===== config.mk =====
export PLATFORM = sky130hd
export DESIGN_NAME = useq_top
export DESIGN_NICKNAME = d
export VERILOG_FILES = /design/src/rtl/useq_pkg.sv /design/src/rtl/useq_hw_expand.sv /design/src/rtl/useq_ctrl_store.sv /design/src/rtl/useq_branch.sv /design/src/rtl/useq_top.sv
export SDC_FILE = /design/constraint.sdc
export NUM_CORES = 1
export LEC_CHECK = 0
export ABC_AREA = 1
export ABC_CLOCK_PERIOD_IN_PS = 1900
export CELL_PAD_IN_SITES_DETAIL_PLACEMENT = 1
export CELL_PAD_IN_SITES_GLOBAL_PLACEMENT = 1
export CORE_ASPECT_RATIO = 1.4
export CORE_MARGIN = 1
export CORE_UTILIZATION = 33
export DETAILED_ROUTE_END_ITERATION = 10
export GPL_ROUTABILITY_DRIVEN = 0
export GPL_TIMING_DRIVEN = 0
export PLACE_DENSITY = 0.84
export SYNTH_ARGS = -nofsm -noshare
export SYNTH_HDL_FRONTEND = slang
export SYNTH_HIERARCHICAL = 1
export SYNTH_SLANG_ARGS = --single-unit

===== constraint.sdc =====
create_clock -name clk_i -period 1.9 [get_ports clk_i]
set_input_delay 0.285 -clock clk_i [delete_from_list [all_inputs] [get_ports clk_i]]
set_output_delay 0.285 -clock clk_i [all_outputs]
set_load 0.005 [all_outputs]

===== src/rtl/useq_pkg.sv =====
package useq_pkg;

   localparam int ACT_W  = 4;
   localparam int COND_W = 3;

   typedef enum logic [COND_W-1:0] {
      C_SEQ  = 3'd0,
      C_JMP  = 3'd1,
      C_JF   = 3'd2,
      C_JNF  = 3'd3,
      C_LOOP = 3'd4
   } cond_e;

   typedef enum logic [1:0] {
      ST_IDLE = 2'd0,
      ST_HW   = 2'd1,
      ST_UC   = 2'd2
   } st_e;

   localparam logic [ACT_W-1:0] A_MINIT = 4'd1;
   localparam logic [ACT_W-1:0] A_TEST  = 4'd2;
   localparam logic [ACT_W-1:0] A_ADD   = 4'd3;
   localparam logic [ACT_W-1:0] A_SHIFT = 4'd4;
   localparam logic [ACT_W-1:0] A_WB    = 4'd5;
   localparam logic [ACT_W-1:0] A_LOAD  = 4'd6;
   localparam logic [ACT_W-1:0] A_ALU   = 4'd7;
   localparam logic [ACT_W-1:0] A_STORE = 4'd8;
   localparam logic [ACT_W-1:0] A_CMP   = 4'd9;
   localparam logic [ACT_W-1:0] A_FIX   = 4'd10;
   localparam logic [ACT_W-1:0] A_DONE  = 4'd11;
   localparam logic [ACT_W-1:0] A_JMP   = 4'd12;
   localparam logic [ACT_W-1:0] A_TRAP  = 4'd15;

   localparam int E_MUL = 0;
   localparam int E_MOV = 5;
   localparam int E_CMP = 8;
   localparam int E_JMP = 11;

   localparam int CS_MIN_AW = 4;

endpackage


===== src/rtl/useq_hw_expand.sv =====
module useq_hw_expand #(
   parameter int OPC_W = 4,
   parameter int UOP_W = OPC_W + 4
) (
   input  logic [OPC_W-1:0] opc_i,
   output logic             is_complex_o,
   output logic [1:0]       rt_sel_o,
   input  logic [OPC_W-1:0] cur_opc_i,
   input  logic [1:0]       idx_i,
   output logic             last_o,
   output logic [UOP_W-1:0] uop_o
);

   // complex class: both top opcode bits set
   assign is_complex_o = &opc_i[OPC_W-1 -: 2];
   assign rt_sel_o     = opc_i[1:0];

   // expansion length is carried in the two low opcode bits
   assign last_o = (idx_i == cur_opc_i[1:0]);
   assign uop_o  = {1'b0, cur_opc_i, idx_i, last_o};

endmodule


===== src/rtl/useq_ctrl_store.sv =====
module useq_ctrl_store
   import useq_pkg::*;
#(
   parameter int CS_AW = 4
) (
   input  logic [CS_AW-1:0] addr_i,
   input  logic [1:0]       rt_sel_i,
   output logic [ACT_W-1:0] act_o,
   output cond_e            cond_o,
   output logic [CS_AW-1:0] nxt_o,
   output logic             fin_o,
   output logic [CS_AW-1:0] entry_o
);

   localparam int DEPTH  = 1 << CS_AW;
   localparam int WORD_W = ACT_W + COND_W + CS_AW + 1;

   function automatic logic [WORD_W-1:0] mk(logic [ACT_W-1:0] a, cond_e c, int n, logic f);
      return {a, c, CS_AW'(n), f};
   endfunction

   function automatic logic [WORD_W-1:0] cs_word(int a);
      case (a)
         0:       return mk(A_MINIT, C_SEQ,  0, 1'b0);
         1:       return mk(A_TEST,  C_JNF,  3, 1'b0);
         2:       return mk(A_ADD,   C_SEQ,  0, 1'b0);
         3:       return mk(A_SHIFT, C_LOOP, 1, 1'b0);
         4:       return mk(A_WB,    C_SEQ,  0, 1'b1);
         5:       return mk(A_LOAD,  C_SEQ,  0, 1'b0);
         6:       return mk(A_ALU,   C_SEQ,  0, 1'b0);
         7:       return mk(A_STORE, C_SEQ,  0, 1'b1);
         8:       return mk(A_CMP,   C_JF,  10, 1'b0);
         9:       return mk(A_FIX,   C_SEQ,  0, 1'b1);
         10:      return mk(A_DONE,  C_SEQ,  0, 1'b1);
         11:      return mk(A_JMP,   C_JMP, 13, 1'b0);
         12:      return mk(A_TRAP,  C_SEQ,  0, 1'b1);
         13:      return mk(A_DONE,  C_SEQ,  0, 1'b1);
         default: return mk(A_TRAP,  C_SEQ,  0, 1'b1);
      endcase
   endfunction

   logic [WORD_W-1:0] rom [DEPTH];

   generate
      for (genvar g = 0; g < DEPTH; g++) begin : g_rom
         assign rom[g] = cs_word(g);
      end
   endgenerate

   logic [WORD_W-1:0] word;
   logic [COND_W-1:0] cond_bits;

   assign word = rom[addr_i];
   assign {act_o, cond_bits, nxt_o, fin_o} = word;
   assign cond_o = cond_e'(cond_bits);

   always_comb begin
      case (rt_sel_i)
         2'd0:    entry_o = CS_AW'(E_MUL);
         2'd1:    entry_o = CS_AW'(E_MOV);
         2'd2:    entry_o = CS_AW'(E_CMP);
         default: entry_o = CS_AW'(E_JMP);
      endcase
   end

endmodule


===== src/rtl/useq_branch.sv =====
module useq_branch
   import useq_pkg::*;
#(
   parameter int CS_AW = 4,
   parameter int CNT_W = 2
) (
   input  cond_e            cond_i,
   input  logic [CS_AW-1:0] upc_i,
   input  logic [CS_AW-1:0] nxt_i,
   input  logic             flag_i,
   input  logic [CNT_W-1:0] cnt_i,
   output logic [CS_AW-1:0] upc_o,
   output logic [CNT_W-1:0] cnt_o
);

   logic [CS_AW-1:0] seq;
   assign seq = upc_i + 1'b1;

   always_comb begin
      upc_o = seq;
      cnt_o = cnt_i;
      case (cond_i)
         C_JMP:  upc_o = nxt_i;
         C_JF:   upc_o = flag_i ? nxt_i : seq;
         C_JNF:  upc_o = flag_i ? seq : nxt_i;
         C_LOOP: begin
            if (cnt_i != '0) begin
               upc_o = nxt_i;
               cnt_o = cnt_i - 1'b1;
            end
         end
         default: upc_o = seq;
      endcase
   end

endmodule


===== src/rtl/useq_top.sv =====
module useq_top
   import useq_pkg::*;
#(
   parameter int OPC_W    = 4,
   parameter int CS_AW    = 4,
   parameter int MUL_BITS = 4
) (
   input  logic             clk_i,
   input  logic             rst_i,
   input  logic             opc_valid_i,
   output logic             opc_ready_o,
   input  logic [OPC_W-1:0] opc_i,
   input  logic             flag_i,
   output logic             uop_valid_o,
   input  logic             uop_ready_i,
   output logic [OPC_W+3:0] uop_o
);

   localparam int UOP_W = OPC_W + 4;
   localparam int CNT_W = $clog2(MUL_BITS);
   localparam int PAD_W = OPC_W - 2;

   generate
      if (OPC_W < 3) begin : g_bad_opc
         $error("useq_top: OPC_W must be at least 3");
      end
      if (CS_AW < CS_MIN_AW) begin : g_bad_cs
         $error("useq_top: control store too small for routines");
      end
      if (MUL_BITS < 2) begin : g_bad_mul
         $error("useq_top: MUL_BITS must be at least 2");
      end
   endgenerate

   st_e              state_q, state_d;
   logic [OPC_W-1:0] opc_q,   opc_d;
   logic [1:0]       idx_q,   idx_d;
   logic [CS_AW-1:0] upc_q,   upc_d;
   logic [CNT_W-1:0] cnt_q,   cnt_d;

   logic             is_cplx;
   logic [1:0]       rt_sel;
   logic             hw_last;
   logic [UOP_W-1:0] hw_uop;

   logic [ACT_W-1:0] cs_act;
   cond_e            cs_cond;
   logic [CS_AW-1:0] cs_nxt;
   logic             cs_fin;
   logic [CS_AW-1:0] cs_entry;

   logic [CS_AW-1:0] br_upc;
   logic [CNT_W-1:0] br_cnt;

   logic             fire;
   logic             accept;

   useq_hw_expand #(.OPC_W(OPC_W), .UOP_W(UOP_W)) u_hw (
      .opc_i        (opc_i),
      .is_complex_o (is_cplx),
      .rt_sel_o     (rt_sel),
      .cur_opc_i    (opc_q),
      .idx_i        (idx_q),
      .last_o       (hw_last),
      .uop_o        (hw_uop)
   );

   useq_ctrl_store #(.CS_AW(CS_AW)) u_cs (
      .addr_i   (upc_q),
      .rt_sel_i (rt_sel),
      .act_o    (cs_act),
      .cond_o   (cs_cond),
      .nxt_o    (cs_nxt),
      .fin_o    (cs_fin),
      .entry_o  (cs_entry)
   );

   useq_branch #(.CS_AW(CS_AW), .CNT_W(CNT_W)) u_br (
      .cond_i (cs_cond),
      .upc_i  (upc_q),
      .nxt_i  (cs_nxt),
      .flag_i (flag_i),
      .cnt_i  (cnt_q),
      .upc_o  (br_upc),
      .cnt_o  (br_cnt)
   );

   assign uop_valid_o = (state_q != ST_IDLE);
   assign fire        = uop_valid_o && uop_ready_i;
   assign opc_ready_o = (state_q == ST_IDLE) ||
                        ((state_q == ST_HW) && hw_last && uop_ready_i);
   assign accept      = opc_valid_i && opc_ready_o;

   assign uop_o = (state_q == ST_UC) ? {1'b1, {PAD_W{1'b0}}, cs_act, cs_fin} : hw_uop;

   always_comb begin
      state_d = state_q;
      opc_d   = opc_q;
      idx_d   = idx_q;
      upc_d   = upc_q;
      cnt_d   = cnt_q;
      case (state_q)
         ST_HW: begin
            if (fire) begin
               if (hw_last) state_d = ST_IDLE;
               else         idx_d   = idx_q + 1'b1;
            end
         end
         ST_UC: begin
            if (fire) begin
               if (cs_fin) begin
                  state_d = ST_IDLE;
               end else begin
                  upc_d = br_upc;
                  cnt_d = br_cnt;
               end
            end
         end
         default: ;
      endcase
      if (accept) begin
         if (is_cplx) begin
            state_d = ST_UC;
            upc_d   = cs_entry;
            cnt_d   = CNT_W'(MUL_BITS - 1);
         end else begin
            state_d = ST_HW;
            opc_d   = opc_i;
            idx_d   = '0;
         end
      end
   end

   always_ff @(posedge clk_i) begin
      if (rst_i) begin
         state_q <= ST_IDLE;
         opc_q   <= '0;
         idx_q   <= '0;
         upc_q   <= '0;
         cnt_q   <= '0;
      end else begin
         state_q <= state_d;
         opc_q   <= opc_d;
         idx_q   <= idx_d;
         upc_q   <= upc_d;
         cnt_q   <= cnt_d;
      end
   end

endmodule


---- After elaboration in Yosys (flattened, before gate mapping) ----
Memory sizes are Yosys's and may differ from the RTL's.
Index checks and enable logic that the tools add are counted.
W data, S select, Z words.
storage, ports and cells
  ROM bits ................................ 192
  memories kept ........................... 1
  logic and storage cells ................. 70
  bits in registers ....................... 14
  input bits .............................. 9
operators by class
  reductions and logical operators ........ 13
  order comparisons ....................... 1
  eq/ne operators ......................... 13
  add/sub/neg operators ................... 3
  bitwise operators ....................... 2
  multiplexer cells ....................... 32
memory list
  name             depth  bits a word  rd ports  clocked after memory_dff  wr ports  RTL line               text
  (no name shown)  16     12           1         0                         0         useq_ctrl_store.sv:53  assign word = rom[addr_i];
operator list
  cell                   count
  $mux W2                18
  $mux W4                8
  $mux W12               2
  $pmux W4 S4            1
  $pmux W4 S3            1
  $ne A3 B3 Y1 const B   3
  $mux W8                1
  $eq A3 B2 Y1 const B   2
  $ge A5 B5 Y1 const B   1
  $not A4 Y5             1
  $reduce_and A5 Y1      1
  $add A4 B1 Y4 const B  1
  $eq A2 B1 Y1 const B   2
  $eq A2 B2 Y1 const B   2
  $logic_and A1 B1 Y1    4
  $logic_not A2 Y1       2
  $pmux W2 S2            1
  $reduce_and A2 Y1      2
  $reduce_bool A2 Y1     2
  $eq A3 B1 Y1 const B   1
  $eq A3 B3 Y1 const B   1
  $ne A3 B2 Y1 const B   1
  $reduce_bool A3 Y1     1
  $add A2 B1 Y2 const B  1
  4 further kinds        4

---- Longest topological paths before layout ----
Gate-level depths: netlist of the first run.
  word-level depth ........................ 11
  gate-level depth with buffers ........... 13

---- Cells and area by module ----
Netlist of the first run, hierarchy kept.
modules (own cells, without submodules)
  module           area an instance (sq um)  cells an instance  times used
  useq_top         742.0                     111                1
  useq_branch      237.7                     43                 1
  useq_ctrl_store  203.9                     39                 1
  useq_hw_expand   127.6                     24                 1

---- Worst setup path after synthesis of the first run ----
No wires, ideal clock.
  path kind ............................... register to register
  start point ............................. register upc_q[0]
  end point ............................... register upc_q[1]
  setup time .............................. 0.064 ns
  stages on the path, launching flop included .. 14
  arrival ................................. 1.739 ns
  clock period less this slack ............ 1.803 ns
  path slack .............................. 0.097 ns
  cells stage by stage .................... dfxtp_1 -> inv_1 -> ha_1 -> nand3_1 -> nand2_1 -> nor2_4 -> nand2_2 -> a21boi_0 -> nand2_1 -> nand2_1 -> nand4_1 -> nand3_1 -> nand2_1 -> nor2_1
on the way
  cells in the longest elaborated chain, start to end .. 11
  elaborated cells on any way between the ends .. 18
  classes of those cells .................. add/sub: 1; eq/ne: 4; mux: 11; bitwise: 1; memory: 1
RTL lines
  what                                              RTL line               text
  from (decl)                                       useq_top.sv:38         logic [CS_AW-1:0] upc_q, upc_d;
  from (signal assigned)                            useq_top.sv:145        upc_q <= upc_d;
  $not A4 Y5 (implied by the code) (*)              useq_ctrl_store.sv:53
  $mem_v2 Z16 W12 (*)                               n/a
  $mux W12 (implied by the code) (*) (2 in series)  useq_ctrl_store.sv:53
  named net cs_cond[1]                              useq_top.sv:47         cond_e cs_cond;
  $eq A3 B3 Y1 (tied with other cells)              useq_branch.sv:22      case (cond_i)
  $pmux W4 S4 (*)                                   useq_branch.sv:22
  named net br_upc[1]                               useq_top.sv:52         logic [CS_AW-1:0] br_upc;
  $mux W4 (*)                                       useq_top.sv:111        if (cs_fin) begin
  $mux W4 (*)                                       useq_top.sv:110        if (fire) begin
  $mux W4 (*)                                       useq_top.sv:102        case (state_q)
  $mux W4                                           useq_top.sv:122        if (is_cplx) begin
  $mux W4 (*)                                       useq_top.sv:121        if (accept) begin
Mark *: on every way through the listed nets, which the timed path passes. The rest lies on a longest branch. The select of a mux whose other input is x is not followed.
A chain may end at the register's enable or synchronous reset.

---- Worst setup path in the final report of the first run ----
  start point ............................. register upc_q[0]
  end point ............................... output uop_o[3]
on the way
  cells in the longest elaborated chain, start to end .. 5
RTL lines
  what                                          RTL line               text
  $not A4 Y5 (implied by the code)              useq_ctrl_store.sv:53
  $mem_v2 Z16 W12                               n/a
  $mux W12 (implied by the code) (2 in series)  useq_ctrl_store.sv:53
  named net cs_act[2]                           useq_top.sv:46         logic [ACT_W-1:0] cs_act;
  $mux W8                                       useq_top.sv:94         assign uop_o = (state_q == ST_UC) ? {1'b1, {PAD_W{1'b0}}, cs_act, cs_fin} : hw_uop;
  to (decl)                                     useq_top.sv:16         output logic [OPC_W+3:0] uop_o
The timed path passes the listed nets, and every way through them passes these cells. The select of a mux whose other input is x is not followed.

==> flow_summary_export.csv, run 1 <==
group,metric,value,unit
outcome,status,"completed",
timing,finalClockSkew,0.00147,ns
yosys,synth_seq_cells,14,
finish,n_fill_cell,487,
clock_network,h-tree-depth,1,
die,io_pins,19,
timing,fmax,550,MHz
yosys,synth-adder-area-share,0.0477,
yosys,synthCells,217,
yosys,synth_warnings,6,
timing,setup_viol,0,
power,ir_drop,0.000378,V
worst_setup_path,cpMaxStageDelayCell,"dfxtp_4",
yosys,synth_compound_area_frac,0.122,
timing,finalCriticalPeriod,1.82,ns
timing,rsz0062_at_grt,"yes",
detailed_routing,antenna_left,0,
flow_run,drv_cap,0,
finish,multi_input_comb_area,930,um^2
yosys,avgSynthCellArea,6.04,um^2
yosys,synthMuxAreaShare,0,
clock_network,clock_tree.root_cell,"clkbuf_8",
yosys,synthDistinctLibCells,29,
die,core_area,0.00371,mm^2
die,die_h,76.6,um
clock_network,clkTransAtPathRegs,0.06,ns
worst_setup_path,crit_top_cell,"nand2_1",
grt,grt_pass1_wl,6.27,mm
clock_network,clock_sinks,14,
finish,area_growth_syn_to_layout,42.0,%
worst_setup_path,worst-path-buf-inv,3,
placed_design,post-dp-hpwl,2.56,mm
clock_network,clk_latency,0.25,ns
yosys,netlist_area,0.00131,mm^2
detailed_routing,wire_per_inst,12.8,um
finish,ff_latch_area,305,um^2
timing,post-route-period-util,0.956,
yosys,synth-xor-area-share,0.0134,
finish,layout-drive-gt1-share,0.296,
clock_network,cts_buffer_depth,2,
die,initial_core_util,0.354,
die,rows,26,
yosys,synth_seq_area_share,0.214,
detailed_routing,first_iter_violations,28,
clock_network,tritoncts,"yes",
finish,final_nets,268,
grt,grt_max_degree,11,
power,leakage,0.904,nW
power,total_power,0.000975,W
power,powerDensity,523,mW/mm^2
detailed_routing,dr.pass1.iters,4,
detailed_routing,num_vias,1435,
grt,grt_pass1_vias,1432,
yosys,synth_top_family_by_area,"simple AND/OR/NAND/NOR gates",
placed_design,portBuffers,17,
detailed_routing,drc,0,
timing,final_max_slew_viol_count,0,
yosys,synthSimpleGateAreaFrac,0.414,
grt,grt_use_total,0.185,
worst_setup_path,crit_type,"flop to output port",
timing,timing.setup.tns,0,ns
worst_setup_path,cp.arrival,1.53,ns
worst_setup_path,critPathRequiredTime,1.62,ns
grt,grt_overflow,0,
yosys,synth_fp_nets,231,
worst_setup_path,path_max_fanout,4,
worst_setup_path,cp_top_family,"buffers and inverters",
die,die_w,55.3,um
detailed_routing,via_per_inst,4.86,
worst_setup_path,worstPathCellList,"buf_6 -> ha_1 -> inv_1 -> nand2_1 -> nand3_1 -> nand2_1 -> nand2_1 -> nand2_1 -> dlygate4sd2_1",
die,design.die.area,0.00423,mm^2
grt,antenna_found_initial,0,
hold_path,hold_class,"input pin to flop",
worst_setup_path,startpoint_type,"flop",
clock_network,hold_buffers,0,
worst_setup_path,end_kind,"output port",
clock_network,cts_buffers,3,
worst_setup_path,max_stage_delay,0.36,ns
detailed_routing,wl,3.78,mm
finish,utilization,0.502,
timing,hold_violations,0,
finish,diodes,0,
==> repair_timing <==
item                       in CTS  in global routing
setup endpoints to repair      14                  8
buffers inserted               10                  4
gates cloned                    1                  0
gates resized for setup        31                 26
pin swaps                       3                  9
==> area by class of cell <==
type                            count  area share
Sequential cell                    14       0.164
Clock buffer                        4      0.0296
Multi-Input combinational cell    152       0.499
Buffer                             15      0.0565
Tap cell                           42      0.0282
Timing Repair Buffer               31       0.148
Inverter                           37      0.0746
==> metrics by stage <==
step | setup WS (ns) | area [um^2] | hold slack, ns | std cells
after floorplan | 0.0975 | 1310 | 0.441 | 217
after global placement | -0.372 | 1530 | 0.454 | 276
after detailed placement | -0.399 | 1530 | 0.455 | 276
after CTS | -0.0571 | 1730 | 0.451 | 291
after global routing | -0.0588 | 1860 | 0.484 | 295
final | 0.0827 | 1860 | 0.452 | 295
==> state kept, by name (all words and copies together) (netlist names) <==
name	cells
idx_q	2
cnt_q	2
opc_q	4
upc_q	4
state_q	2
==> synthesized netlist by cell type (all sizes together) <==
cell type | instances | area, um^2
ha | 5 | 62.6
nor3 | 1 | 5.00
or2 | 1 | 6.26
a21oi | 10 | 61.3
dfxtp | 14 | 280
inv | 37 | 139
nand4 | 14 | 100
xor2 | 2 | 17.5
nand2 | 67 | 254
buf | 13 | 97.6
conb | 1 | 3.75
clkbuf | 2 | 7.51
a21boi | 3 | 22.5
nand3 | 13 | 85.1
o21bai | 1 | 7.51
o21ai | 13 | 68.8
nor2 | 20 | 92.6
==> metal layers <==
| metal | GRT usage | wire (um) | vias up | part of all wire |
|---|---|---|---|---|
| met5 | 0 | 0 | - | 0 |
| met4 | 0.0825 | 59 | 0 | 0.016 |
| met3 | 0.0102 | 49 | 6 | 0.013 |
| met2 | 0.355 | 2020 | 17 | 0.54 |
| met1 | 0.202 | 1650 | 661 | 0.44 |
| li1 | - | - | 751 | - |
==> cells in the final DEF (no fill, tap or decap), drive strengths merged, types with 6 or more instances in the layout <==
master,Yosys,final
o21ai,13,13
nand2,67,67
a21oi,10,10
nand4,14,14
buf,13,27
clkdlybuf4s50,0,11
clkbuf,2,6
nor2,20,21
nand3,13,13
dfxtp,14,14
inv,37,37
==> worst paths after layout <==
| kind | from | to | slack [ns] | cells past startpoint |
|---|---|---|---|---|
| max | upc_q[0] | uop_o[3] | 0.08 | 9 |
| min | rst_i | cnt_q[0] | 0.45 | 2 |
| max reg2reg | upc_q[0] | upc_q[1] | 0.10 | 13 |
| min reg2reg | opc_q[2] | opc_q[2] | 0.47 | 2 |
==> report_power, final <==
| part | switching [W] | internal (W) | leakage (nW) | total [W] |
|---|---|---|---|---|
| registers | 0.0000277 | 0.000311 | 0.120 | 0.000339 |
| clock network | 0.000110 | 0.000184 | 0.0288 | 0.000294 |
| logic | 0.000181 | 0.000161 | 0.755 | 0.000342 |
| total | 0.000319 | 0.000656 | 0.904 | 0.000975 |
==> cells by family (layout without fill, tap and decap cells) <==
group | Yosys count | in the layout
other | 1 | 1
AO/OA/AOI/OAI | 27 | 27
XOR/XNOR | 2 | 2
adder cells (fa/ha/maj) | 5 | 5
flip-flops | 14 | 14
AND/OR/NAND/NOR | 116 | 117
buffers and inverters | 52 | 87
No activity file was read; power rests on OpenSTA's default activity.
==> run 2: changes to the inputs <==
--- a/config.mk
+++ b/config.mk
@@ -14,7 +14,6 @@
 export CORE_UTILIZATION = 33
 export DETAILED_ROUTE_END_ITERATION = 10
 export GPL_ROUTABILITY_DRIVEN = 0
-export GPL_TIMING_DRIVEN = 0
 export PLACE_DENSITY = 0.84
 export SYNTH_ARGS = -nofsm -noshare
 export SYNTH_HDL_FRONTEND = slang
==> flow_summary_export.csv, run 2 (same netlist as run 1, synthesis figures left out) <==
group,metric,value,unit
outcome,status,"completed",
die,core_area,0.00371,mm^2
finish,final_common_cell,"nand2_1",
detailed_routing,num_vias,1438,
power,leakage,0.837,nW
placed_design,portBuffers,18,
detailed_routing,antenna_left,0,
worst_setup_path,crit_type,"flop to output port",
worst_setup_path,worst-path-buf-inv,3,
grt,grt_pass1_wl,6.47,mm
timing,finalCriticalPeriod,1.84,ns
worst_setup_path,crit_top_cell,"nand2_1",
clock_network,cts_buffers,3,
worst_setup_path,rr_startpoint,"upc_q[0]",
die,die_w,55.3,um
worst_setup_path,cp.arrival,1.55,ns
finish,reg_top3,"opc_q: 4 flops, upc_q: 4 flops",
detailed_routing,wire_per_inst,13.4,um
timing,hold_ws,0.464,ns
clock_network,h-tree-depth,1,
worst_setup_path,critPathRequiredTime,1.62,ns
timing,worst_slack,0.0640,ns
placed_design,dp_slack,-0.151,ns
power,ir_drop,0.000510,V
power,seqPwrFrac,0.366,
detailed_routing,dr.pass1.iters,4,
worst_setup_path,worstPathCellList,"inv_2 -> nor2_4 -> inv_1 -> nand2_1 -> nand2_1 -> clkdlybuf4s50_1",
finish,diodes,0,
grt,grt_pass1_vias,1499,
timing,rsz0062_at_grt,"yes",
power,powerDensity,523,mW/mm^2
detailed_routing,drc,0,
grt,grt_use_total,0.188,
hold_path,hold_class,"flop to flop",
die,die_h,76.6,um
clock_network,cts_buffer_depth,2,
power,power_frac_clock,0.268,
finish,final_nets,259,
finish,area_growth_syn_to_layout,31.9,%
flow_run,drv_cap,0,
grt,grt_overflow,0,
die,io_pins,19,
detailed_routing,wl,3.81,mm
grt,antenna_found_initial,0,
hold_path,whs_path_depth,2,
finish,layout_common_cells,"nand2_1, inv_1, buf_4",
clock_network,clock_tree.root_cell,"clkbuf_8",
worst_setup_path,path_max_fanout,7,
worst_setup_path,max_stage_delay,0.43,ns
power,intPower,0.000601,W
placed_design,post-dp-hpwl,2.84,mm
placed_design,placed_cell_area,0.00156,mm^2
worst_setup_path,cp_top_family,"buffers and inverters",
worst_setup_path,cpMaxStageDelayCell,"clkdlybuf4s50_1",
finish,final_area,0.00173,mm^2
timing,fmax,545,MHz
timing,finalClockSkew,0.00356,ns
die,design.die.area,0.00423,mm^2
power,netSwitchingPower,0.000304,W
die,initial_core_util,0.354,
detailed_routing,via_per_inst,5.05,
clock_network,clock_sinks,14,
hold_path,holdPathEnd,"opc_q[2]",
clock_network,clkTransAtPathRegs,0.05,ns
die,rows,26,
worst_setup_path,rrSetupSlack,0.09,ns
timing,final_max_slew_viol_count,0,
detailed_routing,first_iter_violations,17,
clock_network,clk_latency,0.25,ns
power,p_sw_frac,0.336,
clock_network,hold_buffers,0,
finish,layout-drive-gt1-share,0.263,
timing,post-route-period-util,0.966,
clock_network,tritoncts,"yes",
timing,hold_violations,0,
worst_setup_path,end_kind,"output port",
power,combPwrFrac,0.366,
hold_path,hold_path.startpoint,"opc_q[2]",
worst_setup_path,ff2ff_path_depth,13,
grt,grt_max_degree,12,
worst_setup_path,r2r-end,"upc_q[1]",
worst_setup_path,startpoint_type,"flop",
timing,setup_viol,0,
-- run 2: cell count changes in the layout (fill, tap and decap cells not counted), moves of 2 or more --
cell | before | now
buf_4 | 24 | 20
buf_6 | 2 | 0
clkbuf_1 | 2 | 0
clkdlybuf4s50_1 | 11 | 13
dfxtp_1 | 4 | 7
dfxtp_4 | 5 | 1
ha_2 | 0 | 2
ha_4 | 3 | 1
nand2_2 | 3 | 1
nand3_2 | 1 | 3
nand3_4 | 5 | 3
nor2_4 | 4 | 2
-- run 2: power groups by stage --
stage / clock network [W] / logic [W] / registers (W)
floorplan: 0 / 0.000182 / 0.000339
global placement: 0 / 0.000286 / 0.000335
detailed placement: 0 / 0.000296 / 0.000336
CTS: 0.000246 / 0.000308 / 0.000331
global route: 0.000263 / 0.000365 / 0.000334
finish: 0.000242 / 0.000331 / 0.000331
-- run 2: tightest hold or removal path: stages (launching register included) --
cell and delay (ns):
dfxtp_1 0.30, nand2_1 0.06, a21oi_1 0.05
-- run 2: per-stage QoR --
| step | power [W] | TNS [ns] | std cells | utilization |
|---|---|---|---|---|
| after floorplan | 0.000521 | 0 | 217 | - |
| after global placement | 0.000620 | -0.00238 | 278 | 0.420 |
| after detailed placement | 0.000632 | -0.399 | 278 | 0.420 |
| after CTS | 0.000885 | 0 | 281 | 0.444 |
| after global routing | 0.000962 | -0.0853 | 285 | 0.466 |
| final | 0.000904 | 0 | 285 | 0.466 |
-- run 2: layer usage --
metal  share of wire  up-vias  global-route usage  routed length, um
li1                -      728                   -                  -
met5               0        -                   0                  0
met2            0.56       22               0.365               2120
met1            0.40      679               0.198               1540
met3           0.017        9              0.0153                 64
met4           0.024        0              0.0900                 91
-- run 2: layout make-up --
| type | instances | area, um^2 |
|---|---|---|
| inverters | 37 | 139 |
| multi-input cells | 151 | 885 |
| clock buffers | 3 | 41.3 |
| repair buffers | 38 | 320 |
| flip-flops and latches | 14 | 292 |
| well taps | 42 | 52.6 |
| fillers | 505 | 1980 |
-- run 2: what timing repair did --
action                                  4_1_cts  5_1_grt
buffers inserted                              0        4
endpoints found under the setup margin       12        9
gates resized for setup                      26       18
pin swaps                                     3       10
-- run 2: worst max path at each step --
stage | from | end | cells past startpoint
final | state_q[1] | uop_o[1] | 6
after global routing | upc_q[0] | upc_q[1] | 13
after CTS | state_q[1] | uop_o[1] | 6
after detailed placement | upc_q[0] | uop_o[0] | 6
after global placement | upc_q[0] | uop_o[0] | 6
after floorplan | upc_q[0] | upc_q[1] | 13
